$ cat src/rtl/bus_rst_pkg.sv
package bus_rst_pkg;

  // True when the hold counter sits on its final count.
  function automatic logic is_last(input int unsigned cnt, input int unsigned hold);
    return cnt == hold - 1;
  endfunction

  // Counter value after one counting edge (wraps to zero at the end).
  function automatic int unsigned next_count(input int unsigned cnt, input int unsigned hold);
    return is_last(cnt, hold) ? 0 : cnt + 1;
  endfunction

endpackage

$ cat src/rtl/bus_rst_pg_sync.sv
module bus_rst_pg_sync #(
  parameter int unsigned STAGES = 2
) (
  input  logic clk_i,
  input  logic arst_n_i,
  output logic sync_o
);
  logic [STAGES-1:0] chain_q;

  generate
    if (STAGES == 1) begin : g_one
      always_ff @(posedge clk_i or negedge arst_n_i) begin
        if (!arst_n_i) chain_q <= '0;
        else           chain_q <= 1'b1;
      end
    end else begin : g_many
      always_ff @(posedge clk_i or negedge arst_n_i) begin
        if (!arst_n_i) chain_q <= '0;
        else           chain_q <= {chain_q[STAGES-2:0], 1'b1};
      end
    end
  endgenerate

  assign sync_o = chain_q[STAGES-1];
endmodule

$ cat src/rtl/bus_rst_hold_timer.sv
module bus_rst_hold_timer #(
  parameter int unsigned HOLD_CYCLES = 200000,
  parameter int unsigned CNT_W       = 18
) (
  input  logic             clk_i,
  input  logic             arst_n_i,
  input  logic             run_i,
  input  logic             restart_i,
  output logic             active_o,
  output logic             last_o,
  output logic [CNT_W-1:0] count_o
);
  logic             active_q;
  logic [CNT_W-1:0] cnt_q;

  assign last_o = bus_rst_pkg::is_last(32'(cnt_q), HOLD_CYCLES);

  always_ff @(posedge clk_i or negedge arst_n_i) begin
    if (!arst_n_i) begin
      active_q <= 1'b1;
      cnt_q    <= '0;
    end else if (restart_i) begin
      active_q <= 1'b1;
      cnt_q    <= '0;
    end else if (active_q && run_i) begin
      cnt_q <= CNT_W'(bus_rst_pkg::next_count(32'(cnt_q), HOLD_CYCLES));
      if (last_o) active_q <= 1'b0;
    end
  end

  assign active_o = active_q;
  assign count_o  = cnt_q;
endmodule

$ cat src/rtl/bus_rst_seq.sv
module bus_rst_seq #(
  parameter int unsigned HOLD_CYCLES = 200000,
  parameter int unsigned SYNC_STAGES = 2
) (
  input  logic clk_i,
  input  logic pwr_good_i,
  input  logic sw_rst_req_i,
  output logic bus_rst_n_o,
  output logic busy_o
);
  localparam int unsigned CNT_W = (HOLD_CYCLES > 2) ? $clog2(HOLD_CYCLES) : 1;

  logic             pg_sync_w;
  logic             active_w;
  logic             last_w;
  logic [CNT_W-1:0] count_w;

  bus_rst_pg_sync #(.STAGES(SYNC_STAGES)) u_sync (
    .clk_i    (clk_i),
    .arst_n_i (pwr_good_i),
    .sync_o   (pg_sync_w)
  );

  bus_rst_hold_timer #(.HOLD_CYCLES(HOLD_CYCLES), .CNT_W(CNT_W)) u_timer (
    .clk_i     (clk_i),
    .arst_n_i  (pwr_good_i),
    .run_i     (pg_sync_w),
    .restart_i (sw_rst_req_i),
    .active_o  (active_w),
    .last_o    (last_w),
    .count_o   (count_w)
  );

  // Flop cleared asynchronously by power loss: reset asserts with no clock.
  assign bus_rst_n_o = ~active_w;
  assign busy_o      = active_w & pg_sync_w;
endmodule

$ cat config.mk
export PLATFORM = sky130hd
export DESIGN_NAME = bus_rst_seq
export DESIGN_NICKNAME = d
export VERILOG_FILES = /design/src/rtl/bus_rst_pkg.sv /design/src/rtl/bus_rst_pg_sync.sv /design/src/rtl/bus_rst_hold_timer.sv /design/src/rtl/bus_rst_seq.sv
export SDC_FILE = /design/constraint.sdc
export NUM_CORES = 1
export LEC_CHECK = 0
export BUFFER_PORTS_ARGS = -buffer_cell sky130_fd_sc_hd__buf_2
export CAP_MARGIN = 10
export CORE_ASPECT_RATIO = 0.6
export CORE_UTILIZATION = 35
export DETAILED_ROUTE_END_ITERATION = 6
export PLACE_DENSITY_LB_ADDON = 0.25
export SYNTH_ARGS = -nofsm -noshare
export SYNTH_HDL_FRONTEND = slang
export SYNTH_SLANG_ARGS = --single-unit
$ cat constraint.sdc
create_clock -name clk_i -period 2.2 [get_ports clk_i]
set_clock_uncertainty 0.15 [all_clocks]
set_input_delay 0.33 -clock clk_i [delete_from_list [all_inputs] [get_ports clk_i]]
set_output_delay 0.33 -clock clk_i [all_outputs]
set_load 0.005 [all_outputs]
==> metrics <==
Rel. slew slack=59.9%; Worst path slowest cell=dfstp_2; Routed Antenna Nets=0; crit-path max FO=11; worst-skew pair later-pin latency=about 0.27 ns; final period utilization=between 90 and 100%; Buf+Inv Stages, Crit Path=2; Leakage=around 0.53 nW; first-pass GRT wire length=around 4.6 mm; IO Count=5; Starting Density=37.0%; fmax=~490 MHz; PostCTS Resize Cnt=0; sequential area share after synthesis=43.1%; CP cell instances=nand2_1 > inv_1 > buf_2; vias per cell=roughly 5.6; die height=about 48 µm; Peak supply drop=about 0.00023 V; Synth Register Bits=21; total length of routed wires=about 2.7 mm; iteration-0 DRC count of the detailed router=97; # diodes=0; Worst path top cell family by delay=flip-flops; vias=approximately 1000; core footprint=~0.0033 mm²; mean post-synth cell area=~9.5 µm²; I/O Buffers=4; pwr dens=between 500 and 600 mW/mm²; grt ovf=0; synthesis-to-finish area growth=8.39%; gpl congestion=between 0.8 and 0.9; minimum clock period=roughly 2.0 ns; most used flip-flop cell after synthesis=dfrtp_1; Worst setup EP type=primary output; GRT Util Overall=between 10% and 20%; fillcell total=roughly 330; Final Hold Fails=0; Cell Area, Synth=approximately 0.0012 mm²; Critical Path Source Type=flip-flop; clock-pin slew on the worst setup and hold paths=roughly 0.080 ns; Final TNS setup=0 ns; Synth Instances=approximately 130; slowest stage delay, CP=0.56 ns; # clock sinks=21; CTS Buffer Depth=2; DP Worst Slack=0.242 ns; Final WS setup=approximately 0.17 ns; std cell rows=16; share of synthesized registers carrying an async set or reset=100%; Routed WL per cell=15.2 µm; Slew @ Worst Pin=0.596 ns; synth unique cells=43; Synth Warn #=0; 1st-pass router iterations=4; status=finished, final reports clean; RSZ-0062 raised after global routing=no; level count of the clock H-tree=1; initial antenna violation count=0; Root Driver=clkbuf_8; kind of critical path=flip-flop to primary output; Worst Path Required=approximately 1.7 ns; Max-Cap Viols=0; largest net degree at the start of global routing=22; final net count=140; share of layout cells above drive strength 1=roughly 14%; TritonCTS clock tree=done; Setup violations, final=0; Mapped Nets=around 130; type of the most critical hold path=flip-flop to flip-flop; Util after Layout=between 40 and 50%; drt drc=0; worst hold slack=approximately 0.20 ns; DP HPWL=around 2 mm; post-CTS setup buffer count=0; die area=approximately 0.0037 mm²; die width=roughly 78 µm; TritonCTS Buffers=3; data arrival time of the critical path=between 1.5 and 2 ns; number of enable flip-flop cells after synthesis=0; final slew viol count=0; vias in the first global route=905
worst paths after layout:
path	from	slack (ns)	to	cells past startpoint
worst min register to register	u_sync.chain_q[0]$_DFF_PN0_	0.20	u_sync.chain_q[1]$_DFF_PN0_	0
worst max-delay path	u_timer.active_o$_DFFE_PN1P_	0.17	busy_o	3
min in group asynchronous	pwr_good_i	0.40	u_timer.count_o[10]$_DFFE_PN0P_	2
worst max register to register	u_timer.count_o[0]$_DFFE_PN0P_	0.20	u_timer.count_o[5]$_DFFE_PN0P_	5
worst min-delay path	u_sync.chain_q[0]$_DFF_PN0_	0.20	u_sync.chain_q[1]$_DFF_PN0_	0
max in group asynchronous	pwr_good_i	1.15	u_timer.active_o$_DFFE_PN1P_	2
synthesized netlist by cell type (2+ instances only):
cell type  count  area [µm²]
nand2_1       16        60.1
mux2i_1        2        20.0
dfrtp_1       20         500
xor2_1         3        26.3
o21ai_0        3        15.0
nand3_1        4        20.0
nor4_2         2        25.0
nor4b_1        3        26.3
nor2b_1        2        12.5
a21oi_1        8        40.0
or3_1          2        12.5
inv_1          9        33.8
and3_2         2        15.0
or4_1          3        22.5
nor2_1        10        37.5
nor3_1         3        15.0
nand4_1        5        31.3
o211ai_1       3        22.5
xnor2_1        4        35.0
nand4_2        2        25.0
registers in the layout, summed over array words and instances, names as in the netlist:
name / cells
u_timer.count_o: 18
u_sync.chain_q: 2
u_timer.active_o: 1
routing by layer:
metal	global-route usage (%)	part of all wire [%]	vias to the layer above
li1	-	-	482
met1	25.6	51	488
met2	24.2	41	30
met3	4.00	7.0	4
met4	4.44	0.77	0
met5	0	0	-
kinds of logic (layout without fill, tap and decap cells):
family,after synthesis,in the layout,share of synthesized area (%)
and+or+nand+nor,63,63,30.9
AOI/OAI and AO/OA,22,22,12.9
DFF,21,21,43.1
buffers and inverters,12,18,5.12
xor gates and xnor gates,7,7,5.02
muxes,2,2,1.64
adders and majority gates,1,1,1.02
other,1,1,0.307
cells in the final DEF (no fill, tap or decap), types with 2 or more instances in the layout:
master / instances
a21oi_1: 8
and3_2: 2
buf_2: 4
clkbuf_8: 3
dfrtp_1: 20
inv_1: 9
mux2i_1: 2
nand2_1: 16
nand3_1: 4
nand4_1: 5
nand4_2: 2
nor2_1: 10
nor2b_1: 2
nor3_1: 3
nor4_2: 2
nor4b_1: 3
o211ai_1: 3
o21ai_0: 3
or3_1: 2
or4_1: 3
xnor2_1: 4
xor2_1: 3
power breakdown:
group / internal (mW) / leakage, nW / switching, mW
logic: 0.00996 / 0.222 / 0.0287
clock network: 0.129 / 0.0228 / 0.135
registers: 0.390 / 0.284 / 0.00392
through the flow:
stage                     area (µm²)  power, mW  cells
final                           1330      0.697    180
after global routing            1330      0.722    180
after CTS                       1330      0.697    180
after detailed placement        1270      0.439    175
after global placement          1270      0.439    175
after floorplan                 1220      0.423    129
what timing repair did:
action / 4_1_cts / 5_1_grt
hold buffers: 1 / 0
endpoints found under the hold margin: 20 / 0
setup endpoints to repair: 0 / 0
area by class of cell:
| type | instances | area (µm²) | area share, % |
|---|---|---|---|
| multi-input combinational | 96 | 633 | 47.8 |
| sequential | 21 | 527 | 39.8 |
| tap | 45 | 56.3 | 4.25 |
| clock buffer | 4 | 45.0 | 3.40 |
| inverter | 9 | 33.8 | 2.55 |
| timing repair buffer | 5 | 30.0 | 2.27 |
(Power assumes the default switching activity.)
